## src/rtl/nowait_burst_sram.sv

```systemverilog
module nowait_burst_sram #(
  parameter int DATA_W = 18,
  parameter int LANES  = 2,
  parameter int ADDR_W = 5
) (
  input  logic              clk,
  input  logic              rst_n,
  input  logic              clk_en_n,
  input  logic              advance,
  input  logic              wr_n,
  input  logic              sel_a_n,
  input  logic              sel_b,
  input  logic              sel_c_n,
  input  logic              burst_mode,
  input  logic [ADDR_W-1:0] addr,
  input  logic [LANES-1:0]  lane_wr_n,
  input  logic [DATA_W-1:0] din,
  output logic [DATA_W-1:0] dout,
  output logic              dout_oe
);
  localparam int LANE_W = DATA_W / LANES;
  localparam int DEPTH  = 1 << ADDR_W;

  typedef enum logic [1:0] {OP_IDLE = 2'd0, OP_RD = 2'd1, OP_WR = 2'd2} op_t;

  logic [DATA_W-1:0] mem [DEPTH];
  op_t               b_op, s1_op, s2_op, cur_op;
  logic [ADDR_W-1:0] b_base, s1_addr, s2_addr, cur_addr;
  logic [1:0]        b_cnt, next_cnt, burst_low;
  logic [LANES-1:0]  s1_lanes, s2_lanes;
  logic [DATA_W-1:0] fwd, rd_q;
  logic              selected, hit, oe_q;

  assign selected  = !sel_a_n && sel_b && !sel_c_n;
  assign next_cnt  = b_cnt + 2'd1;
  assign burst_low = burst_mode ? (b_base[1:0] ^ next_cnt) : (b_base[1:0] + next_cnt);
  assign cur_op    = advance ? b_op : (!selected ? OP_IDLE : (wr_n ? OP_RD : OP_WR));
  assign cur_addr  = advance ? {b_base[ADDR_W-1:2], burst_low} : addr;
  assign hit       = (s2_op == OP_WR) && (s2_addr == s1_addr);

  for (genvar g = 0; g < LANES; g++) begin : g_fwd
    assign fwd[g*LANE_W +: LANE_W] = (hit && s2_lanes[g]) ? din[g*LANE_W +: LANE_W]
                                                          : mem[s1_addr][g*LANE_W +: LANE_W];
  end

  always_ff @(posedge clk or negedge rst_n) begin
    if (!rst_n) begin
      b_op     <= OP_IDLE;
      b_base   <= '0;
      b_cnt    <= '0;
      s1_op    <= OP_IDLE;
      s2_op    <= OP_IDLE;
      s1_addr  <= '0;
      s2_addr  <= '0;
      s1_lanes <= '0;
      s2_lanes <= '0;
      rd_q     <= '0;
      oe_q     <= 1'b0;
    end else if (!clk_en_n) begin
      if (!advance) begin
        b_op   <= cur_op;
        b_base <= addr;
        b_cnt  <= '0;
      end else begin
        b_cnt  <= next_cnt;
      end
      s1_op    <= cur_op;
      s1_addr  <= cur_addr;
      s1_lanes <= ~lane_wr_n;
      s2_op    <= s1_op;
      s2_addr  <= s1_addr;
      s2_lanes <= s1_lanes;
      oe_q     <= (s1_op == OP_RD);
      if (s1_op == OP_RD) rd_q <= fwd;
    end
  end

  always_ff @(posedge clk) begin
    if (!clk_en_n && s2_op == OP_WR) begin
      for (int i = 0; i < LANES; i++) begin
        if (s2_lanes[i]) mem[s2_addr][i*LANE_W +: LANE_W] <= din[i*LANE_W +: LANE_W];
      end
    end
  end

  assign dout    = rd_q;
  assign dout_oe = oe_q;
endmodule

```

## config.mk

```make
export PLATFORM = sky130hd
export DESIGN_NAME = nowait_burst_sram
export DESIGN_NICKNAME = d
export VERILOG_FILES = /design/src/rtl/nowait_burst_sram.sv
export SDC_FILE = /design/constraint.sdc
export NUM_CORES = 1
export LEC_CHECK = 0
export BUFFER_PORTS_ARGS = -buffer_cell sky130_fd_sc_hd__buf_2
export CAP_MARGIN = 30
export CORE_MARGIN = 1.5
export CORE_UTILIZATION = 60
export DETAILED_ROUTE_END_ITERATION = 16
export GPL_ROUTABILITY_DRIVEN = 0
export GPL_TIMING_DRIVEN = 0
export PLACE_DENSITY = 0.87
export SLEW_MARGIN = 20
export SYNTH_ARGS = -nofsm -noshare
export SYNTH_HDL_FRONTEND = slang
export SYNTH_SLANG_ARGS = --single-unit
```

## constraint.sdc

```tcl
create_clock -name clk -period 2.6 [get_ports clk]
set_input_delay 0.52 -clock clk [delete_from_list [all_inputs] [get_ports clk]]
set_output_delay 0.52 -clock clk [all_outputs]
set_load 0.02 [all_outputs]
```

# [Word-level counts from Yosys, hierarchy flattened]
# Memories as Yosys holds them, arrays and structs flattened. A register that Yosys moved wholly into a read port is not among the register bits.
# Index checks and enable logic that the tools add are counted.
[totals] inputBits=34 memories=1 ram_bits=576 word_cells=40 reg_bits=28 out_inout_bits=19
[op_classes] addsub=2 muxes=12 eq_ne=2 bitwise_logic=4 reduce_logical=9
[memory_table] memory="mem" words=32 width=18 rd=1 rd_ports_with_merged_regs=1 write_ports=1 line_no="26" rtl="logic [DATA_W-1:0] mem [DEPTH];"
[op_table] op="2-bit two-way mux" count=5
[op_table] op="1-bit two-way mux" count=6
[op_table] op="5-bit two-way mux" count=1
[op_table] op="1-bit logical NOT" count=4
[op_table] op="2-bit AND reduction" count=2
[op_table] op="1-bit logical AND" count=3
[op_table] op="2-bit by 1-bit adder with 2-bit output (second input constant)" count=1
[op_table] op="2-bit adder" count=1
[op_table] op="2-bit by 1-bit == test with 1-bit output (second input constant)" count=1
[op_table] op="2-bit == test (second input constant)" count=1
[op_table] op="1-bit inverter" count=2
[op_table] op="2-bit inverter" count=1
[op_table] op="2-bit bitwise XOR" count=1

# [Logic depth before layout (Yosys ltp)]
[depth] ltp_word=5 ltp_mapped=9 ltp_nobuf=7

# [Worst setup path before layout]
# Ideal clock, no wire load.
[synth_path] kind="input to register" start="input port clk_en_n" end="memory mem[31][0] (enable)" setup_time_ns=0.374 slack_ns=0.526 t_required_ns=2.226 arrival_time_ns=1.700 cell_stages=4 n_path_buf=1 path_cell_list="nor4bb_1 clkbuf_1 nand3_1 nor2_1"
[synth_via] elab_chain_cells=4
[synth_lines] element="start: declaration" line_no="8" rtl="input logic clk_en_n,"
[synth_lines] element="1-bit logical NOT" line_no="79" rtl="if (!clk_en_n && s2_op == OP_WR) begin"
[synth_lines] element="1-bit logical AND" line_no="79"
[synth_lines] element="1-bit two-way mux" line_no="79"
[synth_lines] element="1-bit two-way mux (implied by the code)" line_no="81" rtl="if (s2_lanes[i]) mem[s2_addr][i*LANE_W +: LANE_W] <= din[i*LANE_W +: LANE_W];"
[synth_lines] element="end: declaration" line_no="26"
# Every way passes these cells.

# [Final worst setup path]
[layout_path] start="register s2_op[0]" end="memory mem[13][8] (enable)"
[layout_via] elab_chain_cells=4
[layout_lines] element="start: declaration" line_no="27" rtl="op_t b_op, s1_op, s2_op, cur_op;"
[layout_lines] element="start signal: assignment" line_no="70" rtl="s2_op <= s1_op;"
[layout_lines] element="2-bit == test" line_no="79"
[layout_lines] element="1-bit logical AND" line_no="79"
[layout_lines] element="1-bit two-way mux" line_no="79"
[layout_lines] element="1-bit two-way mux (implied by the code)" line_no="81"
# Every way passes these cells.

==> reports/qor.txt <==
P_leak = 8.79 nW
Clock H-tree levels = 2
clock sink count = 622
commonest non-fill, non-tap cell in the layout = edfxtp_1
Area Growth Syn to Fin = 12.8%
Main synth FF type = edfxtp_1
commonest non-fill, non-tap cells in the layout = edfxtp_1, mux4_2, buf_2
Max-Cap Viols = 0
post-DR wirelength/cell = 35.2 um
Worst Path Required = 2.83 ns
path type of the worst setup path = flip-flop to flip-flop
EDFF count, synth = 576
hpwl dp = 39300 um
Least-Margin Pin Slew = 1.08 ns
Final #Nets = 1367
HP Start = lane_wr_n[0]
CP max stage delay = 0.74 ns
Fmax = 348 MHz
hold slack = 0.117 ns
Hold Crit Class = input port to flip-flop
Antenna Nets Post-Route = 0
Critical Path Source Type = flip-flop
failing checks = negative setup slack
clock slew at reported path FFs = 0.06 ns
CTS root buffer = clkbuf_16
Yosys reg bits = 622
Slew Viols, Final = 0
Tmin final = 2.87 ns
final period utilization = 1.11
pre-CTS WS = -0.513 ns
first-pass GRT wire length = 94300 um
All-Layer GR Usage = 0.325
average via count per standard cell = 7.25
worst skew pair latency = 0.61 ns
final core occ = 0.687
run status = complete, but fails checks
CORE AREA = 39800 um2
starting density of the core = 0.609
final hold violations = 0
RSZ-0062 raised after global routing = yes
Yosys top cell by area = edfxtp_1
die area = 41700 um2
vias in the first global route = 13700
share of the synthesized area in the top cell type = 0.713
Mean Syn Cell Area = 20.0 um2
Reg2Reg Launch Point = s2_op[0]$_DFFE_PN0N_
layout cells sized above 1 = 0.306
Post-Route WL = 67000 um
setup TNS = -35.47 ns
critical-path maximum fanout = 9
Synth Cell Area = 24300 um2
Worst slew margin = 0.277
vias after detailed routing = 13800
crit end category = flip-flop
global route total overflow = 0
post-synthesis sequential area ratio = 0.760
pin count of the biggest net entering global routing = 34
Top Ports = 53
DIE WIDTH = 204 um
Area contributors post-synth = edfxtp_1, mux4_2, dfrtp_1
worst-case clock buffer depth = 3
Mapped Nets = 1251
1st-iter DRT viols = 2425
PD cells = 856 nW/um2
Crit. Startpoint = s2_op[0]$_DFFE_PN0N_
buffers added on ports = 51
Setup Skew = 0.0203 ns
Pre-antenna DRT Iters = 8
Filler Cells Inserted = 2244
CTS buffer count = 58
Max VDD drop = 607 uV
Ys Warns = 0
Final Setup Violations = 357
crit path DAT = 3.10 ns
initial antenna violation count = 2
Async SR Flop Fraction = 0.0740
Chip Height = 204 um
post-synthesis cell count = 1216
Max stage delay cell, worst path = nor2_2
post-synth cell types = 46
worst path cell trace = nor4bb_1 > clkbuf_1 > nand2_1 > nor2_2
Cell Rows = 73
Setup WS post-layout = -0.274 ns
CTS tree = built
DRC violations left = 0
==> flip-flops by register name, summed over array words and instances (netlist names) <==
name	cells
mem	576
dout	18
b_base	5
s1_addr	5
s2_addr	5
b_cnt	2
b_op	2
s1_lanes	2
s1_op	2
s2_lanes	2
s2_op	2
dout_oe	1
==> per-stage QoR <==
step	cell area (um2)	std cells	power, mW
6_report	27400	1903	23.4
5_1_grt	27400	1902	23.9
4_1_cts	27100	1900	23.1
3_5_place_dp	25200	1794	15.2
3_3_place_gp	25200	1792	15.1
2_1_floorplan	24300	1216	13.8
==> repair_timing <==
item | in CTS | in global routing
gates resized for setup | 50 | 66
setup buffers | 0 | 0
hold buffers | 1 | 0
endpoints found under the setup margin | 430 | 569
hold endpoints to repair | 18 | 0
==> power by group <==
group / internal (mW) / switching, mW / total [mW]
Combinational: 1.52 / 2.50 / 4.02
Sequential: 11.1 / 0.234 / 11.4
Clock: 4.42 / 3.64 / 8.05
Total: 17.1 / 6.37 / 23.4
==> worst paths after layout <==
path	slack [ns]	end	cells past startpoint
worst max-delay path	-0.27	mem[13][8]$_DFFE_PP_	4
max in group asynchronous	1.66	dout[14]$_DFFE_PN0P_	3
worst min register to register	0.50	s1_lanes[0]$_DFFE_PN0N_	2
min in group asynchronous	0.41	b_base[4]$_DFFE_PN0P_	2
worst max register to register	-0.27	mem[13][8]$_DFFE_PP_	4
worst min-delay path	0.12	s1_lanes[0]$_DFFE_PN0N_	2
==> per-layer routing <==
metal  wire length [um]  track usage
met1              21300        0.416
met2              30600        0.493
met3              10700        0.115
met4               4440        0.174
met5                  0            0
==> cells by family (layout without fill, tap and decap cells) <==
family	Yosys count	in the layout	share of synthesized area
DFF	622	622	0.760
muxes	205	205	0.152
and+or+nand+nor	189	189	0.0347
AOI/OAI and AO/OA	123	123	0.0335
buffers and inverters	68	229	0.0166
xor gates and xnor gates	8	8	0.00289
adders and majority gates	1	1	0.000515
other	0	1	0
==> synthesized netlist by cell type (all sizes together) (3+ instances only) <==
library cell / instances
buf: 54
dfrtp: 46
mux2i: 54
xnor2: 3
edfxtp: 576
a211oi: 15
nor2: 101
xor2: 5
nor3: 4
nand3: 4
clkbuf: 13
nand3b: 3
nand2: 41
mux4: 128
and3: 15
nand2b: 5
nor2b: 5
a22oi: 29
o22ai: 20
o21ai: 18
a21oi: 14
mux2: 23
a31oi: 14
==> final cells by class <==
type / instances / area (um2) / area share
Antenna cell: 1 / 2.50 / 0.0000914
Buffer: 67 / 450 / 0.0165
Clock buffer: 77 / 1560 / 0.0571
Clock inverter: 28 / 195 / 0.00713
Inverter: 1 / 3.75 / 0.000137
Multi-Input combinational cell: 526 / 5750 / 0.210
Sequential cell: 622 / 18400 / 0.674
Tap cell: 525 / 657 / 0.0240
Timing Repair Buffer: 56 / 308 / 0.0112
==> worst max-delay path: cells and delay by family (launching register included) <==
family / cells / cell delay [ns]
and+or+nand+nor: 3 / 1.74
DFF: 1 / 0.40
buffers and inverters: 1 / 0.36
Note: power is estimated with default switching activity, not from simulation.
